## config.mk

```make
export PLATFORM = sky130hd
export DESIGN_NAME = sync_ser_rx
export DESIGN_NICKNAME = d
export VERILOG_FILES = /design/src/rtl/ssr_pkg.sv /design/src/rtl/ssr_deser.sv /design/src/rtl/ssr_fifo.sv /design/src/rtl/sync_ser_rx.sv
export SDC_FILE = /design/constraint.sdc
export NUM_CORES = 1
export LEC_CHECK = 0
export BUFFER_PORTS_ARGS = -buffer_cell sky130_fd_sc_hd__buf_2
export CAP_MARGIN = 10
export CORE_MARGIN = 3
export CORE_UTILIZATION = 30
export CTS_CLUSTER_DIAMETER = 150
export CTS_CLUSTER_SIZE = 10
export DETAILED_ROUTE_END_ITERATION = 7
export GPL_TIMING_DRIVEN = 0
export PLACE_DENSITY = 0.53
export SLEW_MARGIN = 10
export SYNTH_ARGS = -nofsm -noshare
export SYNTH_HDL_FRONTEND = slang
export SYNTH_SLANG_ARGS = --single-unit
```

## constraint.sdc

```tcl
create_clock -name clk -period 2.9 [get_ports clk]
set_input_delay 0.29 -clock clk [delete_from_list [all_inputs] [get_ports clk]]
set_output_delay 0.29 -clock clk [all_outputs]
set_load 0.01 [all_outputs]
```

## src/rtl/ssr_pkg.sv

```systemverilog
package ssr_pkg;
  typedef struct packed {
    logic framed;
    logic lsb_first;
    logic wide;
  } rx_cfg_t;
endpackage

```

## src/rtl/ssr_deser.sv

```systemverilog
module ssr_deser
  import ssr_pkg::*;
#(
  parameter int DATA_W   = 16,
  parameter int NARROW_W = 8
) (
  input  logic              clk,
  input  logic              rst,
  input  logic              sck,
  input  logic              sdi,
  input  logic              sync,
  input  rx_cfg_t           cfg,
  output logic              push,
  output logic [DATA_W-1:0] word
);
  localparam int CNT_W = $clog2(DATA_W);
  localparam logic [CNT_W-1:0] LAST_W = CNT_W'(DATA_W - 1);
  localparam logic [CNT_W-1:0] LAST_N = CNT_W'(NARROW_W - 1);

  logic              sck_q;
  rx_cfg_t           cfg_q;
  logic              active;
  logic [CNT_W-1:0]  cnt;
  logic [DATA_W-1:0] shreg;

  logic              rise, cfg_chg, take, done;
  logic [CNT_W-1:0]  last, idx;
  logic [DATA_W-1:0] sh_nxt;

  always_comb begin
    rise    = sck & ~sck_q;
    cfg_chg = (cfg != cfg_q);
    last    = cfg.wide ? LAST_W : LAST_N;
    // framed words open only on a sync edge; continuous mode always takes
    take    = rise & (~cfg.framed | active | sync);
    idx     = cfg.lsb_first ? cnt : (last - cnt);
    sh_nxt  = (cnt == '0) ? '0 : shreg;
    sh_nxt[idx] = sdi;
    done    = take & (cnt == last);
  end

  always_ff @(posedge clk) begin
    if (rst) begin
      sck_q  <= 1'b0;
      cfg_q  <= '0;
      active <= 1'b0;
      cnt    <= '0;
      shreg  <= '0;
      push   <= 1'b0;
      word   <= '0;
    end else begin
      sck_q <= sck;
      cfg_q <= cfg;
      push  <= 1'b0;
      if (cfg_chg) begin
        cnt    <= '0;
        active <= 1'b0;
      end else if (take) begin
        shreg <= sh_nxt;
        if (done) begin
          cnt    <= '0;
          active <= 1'b0;
          push   <= 1'b1;
          word   <= sh_nxt;
        end else begin
          cnt    <= cnt + 1'b1;
          active <= 1'b1;
        end
      end
    end
  end

  // a word is only pushed after a rising serial clock edge was detected
  a_r7_push_after_rise: assert property (@(posedge clk) disable iff (rst)
    push |-> $past(sck & ~sck_q));
  // narrow words never carry upper bits
  a_r6_narrow_upper_zero: assert property (@(posedge clk) disable iff (rst)
    (push && !$past(cfg.wide)) |-> (word[DATA_W-1:NARROW_W] == '0));
endmodule

```

## src/rtl/ssr_fifo.sv

```systemverilog
module ssr_fifo #(
  parameter int W     = 16,
  parameter int DEPTH = 16,
  localparam int AW   = $clog2(DEPTH)
) (
  input  logic          clk,
  input  logic          rst,
  input  logic          wr_en,
  input  logic [W-1:0]  wr_data,
  input  logic          rd_en,
  input  logic [AW-1:0] thresh,
  output logic [W-1:0]  rd_data,
  output logic [AW:0]   count,
  output logic          ready,
  output logic          overrun
);
  logic [W-1:0]  mem [DEPTH];
  logic [AW-1:0] wptr, rptr;
  logic          full, empty, do_wr, do_rd;
  logic [AW:0]   count_nxt;

  always_comb begin
    full      = (count == (AW+1)'(DEPTH));
    empty     = (count == '0);
    do_wr     = wr_en & ~full;
    do_rd     = rd_en & ~empty;
    count_nxt = count + (AW+1)'(do_wr) - (AW+1)'(do_rd);
  end

  always_ff @(posedge clk) begin
    if (do_wr) mem[wptr] <= wr_data;
  end

  always_ff @(posedge clk) begin
    if (rst)        rd_data <= '0;
    else if (do_rd) rd_data <= mem[rptr];
  end

  always_ff @(posedge clk) begin
    if (rst) begin
      wptr    <= '0;
      rptr    <= '0;
      count   <= '0;
      ready   <= 1'b0;
      overrun <= 1'b0;
    end else begin
      if (do_wr) wptr <= wptr + 1'b1;
      if (do_rd) rptr <= rptr + 1'b1;
      count <= count_nxt;
      ready <= (count_nxt >= {1'b0, thresh});
      if (wr_en && full) overrun <= 1'b1;
    end
  end

  logic past_ok;
  always_ff @(posedge clk) past_ok <= ~rst;

  // the fill level never exceeds the depth
  a_r9_no_overflow: assert property (@(posedge clk) disable iff (rst)
    count <= (AW+1)'(DEPTH));
  // a write into a full FIFO with no read leaves it full and flags overrun
  a_r9_full_drop: assert property (@(posedge clk) disable iff (rst)
    (wr_en && full && !rd_en) |=> (count == (AW+1)'(DEPTH)) && overrun);
  // overrun is sticky
  a_r9_overrun_sticky: assert property (@(posedge clk) disable iff (rst)
    overrun |=> overrun);
  // reading an empty FIFO with no write keeps it empty and data stable
  a_r8_empty_read: assert property (@(posedge clk) disable iff (rst)
    (rd_en && empty && !wr_en) |=> (count == '0) && $stable(rd_data));
  // ready tracks the fill level against the watermark
  a_r10_ready_level: assert property (@(posedge clk) disable iff (rst)
    past_ok |-> (ready == (count >= {1'b0, $past(thresh)})));
endmodule

```

## src/rtl/sync_ser_rx.sv

```systemverilog
module sync_ser_rx
  import ssr_pkg::*;
#(
  parameter int DATA_W   = 16,
  parameter int NARROW_W = 8,
  parameter int DEPTH    = 16,
  localparam int AW      = $clog2(DEPTH)
) (
  input  logic              clk,
  input  logic              rst,
  input  logic              sck,
  input  logic              sdi,
  input  logic              sync,
  input  logic              framed,
  input  logic              lsb_first,
  input  logic              wide,
  input  logic [AW-1:0]     watermark,
  input  logic              rd_en,
  output logic [DATA_W-1:0] rd_data,
  output logic [AW:0]       fill,
  output logic              ready,
  output logic              overrun
);
  rx_cfg_t           cfg;
  logic              push;
  logic [DATA_W-1:0] word;

  always_comb begin
    cfg.framed    = framed;
    cfg.lsb_first = lsb_first;
    cfg.wide      = wide;
  end

  ssr_deser #(.DATA_W(DATA_W), .NARROW_W(NARROW_W)) u_deser (
    .clk(clk), .rst(rst), .sck(sck), .sdi(sdi), .sync(sync),
    .cfg(cfg), .push(push), .word(word)
  );

  ssr_fifo #(.W(DATA_W), .DEPTH(DEPTH)) u_fifo (
    .clk(clk), .rst(rst), .wr_en(push), .wr_data(word), .rd_en(rd_en),
    .thresh(watermark), .rd_data(rd_data), .count(fill), .ready(ready),
    .overrun(overrun)
  );
endmodule

```

==> impl_results.md, run 1 <==
- Mapped Cells: 789
- Setup ws final: -0.124 ns
- Peak Freq: 0.331 GHz
- Clock Skew: 0.0187 ns
- Flop2flop setup slack: -0.12 ns
- Clock latency on the worst-skew pair: 0.52 ns
- Reg2Reg Capture Point: u_fifo.ready
- Crit-path leading delay family: adder cells
- Most common cell in the synthesized netlist: edfxtp_1
- Arr. time, crit path: 3.40 ns
- Crit-path cells: inv_2, ha_4, or4b_4, nand2_4, inv_4, ha_4, inv_2, ha_4, fa_1, ha_1, a21o_1, a211oi_2, o22ai_2
- Starting Density: 30.7%
- Largest cells by area after synthesis: edfxtp_1, dfxtp_1, mux4_2
- Largest net degree at the start of global routing: 18
- Worst Path Max Fanout: 2
- Crit-path slowest cell: or4b_4
- Seq cells post-synth: 329
- CP required: 3.28 ns
- Global route overflow: 0
- Placed insts: 1428
- CTS Buffer Depth: 3
- Final min period: 3.02 ns
- Endpoint type of the worst setup path: register
- Detail Route Antenna Nets: 0
- CTS buffer count: 38
- Vias in the first global route: 7668
- Compound-cell area share of the yosys netlist: 6.20%
- Most frequent CP cell: ha_4
- Rows: 76
- Critical Setup Path Class: reg2reg
- Adder-cell share of the synthesized area: 1.74%
- IO Count: 36
- Relative max-transition margin: 30.5%
- Area Overhead vs Synth: 18.3%
- Core area: 43500 um^2
- Total Power: 11.3 mW
- Ant diodes: 0
- R2r worst-path depth: 13
- Mux share of post-synthesis cell area: 13.3%
- DRC Markers: 0
- PortBufs: 34
- Die ar.: 47000 um^2
- Area leader, netlist: edfxtp_1
- Worst slew pin tran: 1.04 ns
- Dpl cell area: 14600 um^2
- CTS sink cnt: 329
- Sequential fraction of the synthesis area: 68.6%
- Syn avg cell area: 16.9 um^2
- Synth cell count leaders: edfxtp_1, dfxtp_1, mux4_2
- Final Setup Violations: 1
- Final Cycle Share: 104%
- Hold Crit Class: in2reg
- Combinational share of power: 15.9%
- Final instance area: 15800 um^2
- Vias per std cell: 4.89
- Worst Setup SP: u_fifo.count[2]
- Layout cell share with drive strength beyond 1: 27.4%
- RSZ-0062 raised after global routing: yes
- Final #Nets: 924
- Largest family of logic cells by synthesized area: multiplexers
- Vias: 7339
- Post-synth EDFFs: 256
- Fin. Hold Viols: 0
- Share of synthesized registers carrying an async set or reset: 0%
- Number of synthesis warnings: 0
- Clock transition at path regs: 0.06 ns
- Status: complete, but fails checks
- Slew Limit Fails: 0
- Pleak: 4.41 nW
- Switching share of power: 25.4%
- First-pass GRT wire length: 48700 um
- Buf/Inv on CP: 3
- Max stage delay on crit path: 0.49 ns
- RR Startpoint: u_fifo.count[2]
- Failing checks: negative setup slack
- DPL Wire Length: 22100 um
- Xor and xnor area share after synthesis: 0.919%
- Net Sw Power: 2.88 mW
- Pint: 8.46 mW
- Hold Path Origin: framed
- Synth Flop Type: edfxtp_1
- Fin cells: 1500
- CTS tree: done
- DR WL/cell: 21.2 um
- Die Wd: 217 um
- Max-cap violations: 0
- Top-area cell type share of the netlist area: 57.6%
- Kind of start point of the critical path: register
- Reg power frac: 46.4%
- Total GRT Usage: 13.6%
- Htree depth: 2
- PD cells: 718 nW/um^2
- Number of detailed-route iterations in the first pass: 5
- Clk pwr share: 37.7%
- Clock Tree Root: clkbuf_16
- Chip height: 217 um
- VDD IR max: 0.415 mV
- Routed WL: 31800 um
- Synth unique cells: 60
- Mapped cell area: 13300 um^2
- GPL Wtd Cong: 0.796
- Initial antenna violation count: 0
- Iter 0 DRT Violations: 597
- Hold path depth: 2
- Simple-gate area share of the yosys netlist: 6.71%
- Syn_nets: 820
- Hold path endpoint: u_deser.cfg_q[2]
[flip-flops by register name, indices dropped and copies added, names as in the netlist]
name / cells
u_fifo.overrun: 1
u_deser.push: 1
u_fifo.ready: 1
u_deser.active: 1
u_deser.cnt: 4
u_deser.sck_q: 1
u_fifo.count: 5
u_fifo.rd_data: 16
u_fifo.rptr: 4
u_deser.word: 16
u_fifo.wptr: 4
u_fifo.mem: 256
u_deser.cfg_q: 3
u_deser.shreg: 16
[power by group through the flow]
stage	Combinational [mW]	Clock, mW	Sequential, mW
final	1.80	4.27	5.26
after CTS	1.83	4.38	5.26
after floorplan	1.10	0	5.39
after detailed placement	1.69	0	5.36
after global routing	1.99	4.56	5.28
after global placement	1.69	0	5.36
[cell families (layout without fill, tap and decap cells)]
group           count (synthesis)  in the layout
xor+xnor                       14             14
flops                         329            329
buf+inv                        70            196
mux                            97             97
simple gates                  142            142
compound gates                119            119
fa+ha+maj                      18             18
[cell usage in the layout (no fill, tap or decap), types with 18 or more instances in the layout]
| master | instances |
|---|---|
| dfxtp_1 | 71 |
| nor2_1 | 18 |
| buf_2 | 56 |
| mux4_2 | 64 |
| a21oi_1 | 42 |
| clkbuf_1 | 39 |
| a211oi_1 | 18 |
| clkbuf_16 | 39 |
| nand3_1 | 18 |
| buf_4 | 23 |
| mux2i_1 | 33 |
| edfxtp_1 | 256 |
[final cells by class]
type | instances | area (um^2)
Multi-Input combinational cell | 390 | 3970
Clock buffer | 60 | 1050
Tap cell | 585 | 732
Sequential cell | 329 | 9150
Inverter | 16 | 62.6
Timing Repair Buffer | 64 | 499
Buffer | 54 | 282
Fill cell | 4146 | 27700
Clock inverter | 2 | 28.8
[stage by stage]
| stage | setup WS (ns) | TNS (ns) | utilization, % | hold slack (ns) |
|---|---|---|---|---|
| 2_1_floorplan | 0.00635 | 0 | - | 0.418 |
| 3_3_place_gp | -1.63 | -165.43 | 32.8 | 0.457 |
| 3_5_place_dp | -0.313 | -0.313 | 33.5 | 0.459 |
| 4_1_cts | -0.155 | -0.155 | 36.3 | 0.0181 |
| 5_1_grt | -0.227 | -0.227 | 36.3 | 0.0554 |
| 6_report | -0.124 | -0.124 | 36.3 | 0.0299 |
[routing by layer]
layer | wire length (um) | up-vias | part of all wire, % | GRT usage (%)
met5 | 0 | - | 0 | 0
met4 | 418 | 0 | 1.3 | 2.67
met1 | 14700 | 3741 | 46 | 19.4
met2 | 15200 | 175 | 48 | 22.3
met3 | 1470 | 35 | 4.6 | 2.04
li1 | - | 3388 | - | -
[how the worst max path moves through the flow]
stage	to	slack, ns	cells after the start
5_1_grt	u_fifo.ready	-0.23	13
2_1_floorplan	u_fifo.ready	0.006	13
3_5_place_dp	u_fifo.ready	-0.31	13
4_1_cts	u_fifo.ready	-0.16	13
3_3_place_gp	u_fifo.mem[1][5]	-1.63	7
6_report	u_fifo.ready	-0.12	13
[timing repair]
action                                  in CTS  in global routing
hold buffers                                 1                  0
hold endpoints to repair                     1                  0
gates resized for setup                     10                  2
pin swaps                                    9                  7
endpoints found under the setup margin       2                 13
setup buffers                                7                  2
No activity file was read; power rests on OpenSTA's default activity.
==> inputs of run 2 (changes only) <==
- GPL_TIMING_DRIVEN: 0 -> default
==> run 2 against run 1 <==
  * The flow still finishes with violations (negative setup slack)
  * Combinational power decreased by 3%
  * Final cell count decreased by 1.5%
  * Register-to-register slack improved by 0.12 ns
  * Flip-flop and latch count unchanged
  * Total power increased by 0.68%
  * Clock power increased by 1%
  * Critical path type unchanged
==> impl_results.md, run 2 (synthesized netlist as in run 1, its figures left out) <==
- Status: complete, but fails checks
- Failing checks: negative setup slack
- Routed WL: 30400 um (-4.3%)
- Vias: 7231 (-1.5%)
- Chip height: 217 um (unchanged)
- Starting Density: 30.7% (unchanged)
- Clk pwr share: 37.8% (about the same)
- Iter 0 DRT Violations: 529 (-11%)
- Switching share of power: 24.9% (-0.47 points)
- Number of detailed-route iterations in the first pass: 7 (+2)
- CTS Buffer Depth: 3 (unchanged)
- DR WL/cell: 20.6 um (-2.9%)
- Detail Route Antenna Nets: 0 (unchanged)
- VDD IR max: 0.389 mV (-6.5%)
- Peak Freq: 0.344 GHz (+4.1%)
- Vias per std cell: 4.89 (about the same)
- DRC Markers: 0 (unchanged)
- Hold path depth: 2 (unchanged)
- RSZ-0062 raised after global routing: yes
- Largest net degree at the start of global routing: 55 (+37)
- Reg power frac: 46.8% (+0.4 points)
- Worst Path Max Fanout: 2 (unchanged)
- Clock transition at path regs: 0.06 ns (about the same)
- Most frequent CP cell: ha_4
- Worst slew pin tran: 0.760 ns (-0.282 ns)
- Htree depth: 2 (unchanged)
- RR Startpoint: u_fifo.count[2]
- Final #Nets: 895 (-3.1%)
- Dpl cell area: 14400 um^2 (-0.94%)
- Pleak: 4.34 nW (-1.5%)
- Leading cell type in the layout, fill and taps excluded: edfxtp_1
- Rows: 76 (unchanged)
- R2r worst-path depth: 13 (unchanged)
- PD cells: 728 nW/um^2 (+1.3%)
- Die Wd: 217 um (unchanged)
- Hold Crit Class: in2reg
- CTS sink cnt: 329 (unchanged)
- Endpoint type of the worst setup path: register
- Initial antenna violation count: 0 (unchanged)
- Fin cells: 1478 (-1.5%)
- Core area: 43500 um^2 (unchanged)
- Fin. Hold Viols: 0 (unchanged)
- CTS buffer count: 38 (unchanged)
- Setup tns final: -0.00616 ns (+0.118 ns)
- Final instance area: 15700 um^2 (-0.63%)
- GPL Wtd Cong: 0.724 (-9.0%)
- Arr. time, crit path: 3.30 ns (-0.10 ns)
- Die ar.: 47000 um^2 (unchanged)
- Combinational share of power: 15.3% (-0.6 points)
- CP required: 3.29 ns (about the same)
- Largest Register: u_fifo.mem
- Final min period: 2.91 ns (-0.118 ns)
- Layout cell share with drive strength beyond 1: 27.5% (+0.035 points)
- Kind of start point of the critical path: register
- Clock Skew: 0.0137 ns (-0.00495 ns)
- Max stage delay on crit path: 0.55 ns (+0.06 ns)
- Flop2flop setup slack: -0.006 ns (+0.12 ns)
- Vias in the first global route: 7534 (-1.7%)
- Relative max-transition margin: 49.2% (+19 points)
- Core Util, Final: 36.1% (-0.23 points)
- Crit path to: u_fifo.ready
- Area Overhead vs Synth: 17.5%
- Pint: 8.57 mW (+1.3%)
- Net Sw Power: 2.84 mW (-1.2%)
- First-pass GRT wire length: 47000 um (-3.5%)
- Placed insts: 1398 (-2.1%)
- Most frequent cells in the layout: edfxtp_1, dfxtp_1, mux4_2
- DPL Wire Length: 18100 um (-18%)
- Crit-path slowest cell: fa_2
- Slew Limit Fails: 0 (unchanged)
- Clock Tree Root: clkbuf_16
- Final Setup Violations: 1 (unchanged)
- Max reg flops: 256 (unchanged)
- Reg2Reg Capture Point: u_fifo.ready
- PortBufs: 35 (+2.9%)
- Total GRT Usage: 13.1% (-0.53 points)
- Worst Setup SP: u_fifo.count[2]
- CTS tree: done
- Setup ws final: -0.00616 ns (+0.118 ns)
- Final Cycle Share: 100% (-4.1 points)
- IO Count: 36 (unchanged)
- Max-cap violations: 0 (unchanged)
- Critical Setup Path Class: reg2reg
- Clock latency on the worst-skew pair: 0.52 ns (about the same)
- Crit-path cells: inv_2, ha_4, or4b_4, nand2_4, inv_4, ha_4, inv_4, ha_4, fa_2, ha_4, a21o_1, a211oi_2, o22ai_1
- Global route overflow: 0 (unchanged)
==> run 2: area by class of cell <==
cell class                      instances  area, um^2
Fill cell                            4084       27800
Sequential cell                       329        9160
Multi-Input combinational cell        390        3970
Clock buffer                           66        1080
Tap cell                              585         732
Timing Repair Buffer                   89         649
Inverter                               16        65.1
Clock inverter                          2        28.8
Antenna cell                            1        2.50
==> run 2: worst max-delay path, delay by kind of cell (launching register included) <==
kind,cells,cell delay (ns)
adder cells (fa/ha/maj),5,1.28
buffers and inverters,3,0.14
AO/OA/AOI/OAI,3,0.46
flip-flops,1,0.32
AND/OR/NAND/NOR,2,0.57
==> run 2: what timing repair did <==
action / CTS / global route
pin swaps: 8 / 8
hold endpoints to repair: 1 / 0
cloned: 0 / 0
hold buffers: 1 / 0
gates resized for setup: 8 / 5
buffers inserted: 12 / 0
setup endpoints to repair: 1 / 16
==> run 2: per-layer routing <==
layer / track usage (%) / share of wire (%) / routed length (um)
met5: 0 / 0 / 0
met4: 3.81 / 2.3 / 696
met3: 2.09 / 4.4 / 1340
met2: 21.2 / 48 / 14500
met1: 18.2 / 46 / 13800
==> run 2: worst min-delay path by stage <==
stage	to	slack [ns]	from
after floorplan	u_deser.cfg_q[2]	0.42	framed
after global placement	u_fifo.overrun	0.46	u_fifo.overrun
after detailed placement	u_fifo.overrun	0.47	u_fifo.overrun
after CTS	u_deser.cfg_q[2]	0.003	framed
after global routing	u_deser.cfg_q[2]	0.03	framed
final	u_deser.cfg_q[2]	0.03	framed
==> run 2: through the flow <==
step,power [mW],hold WS [ns],setup WS [ns]
3_3_place_gp,7.05,0.463,-0.0374
6_report,11.4,0.0254,-0.00616
5_1_grt,12.0,0.0323,-0.125
2_1_floorplan,6.49,0.418,0.00635
3_5_place_dp,7.05,0.468,-0.0498
4_1_cts,11.6,0.00318,0.00164
==> run 2: power by group through the flow <==
| stage | clock [mW] | sequential [mW] | combinational (mW) |
|---|---|---|---|
| after floorplan | 0 | 5.39 | 1.10 |
| after global placement | 0 | 5.45 | 1.60 |
| after detailed placement | 0 | 5.45 | 1.60 |
| after CTS | 4.45 | 5.35 | 1.75 |
| after global routing | 4.66 | 5.37 | 1.94 |
| final | 4.32 | 5.34 | 1.75 |
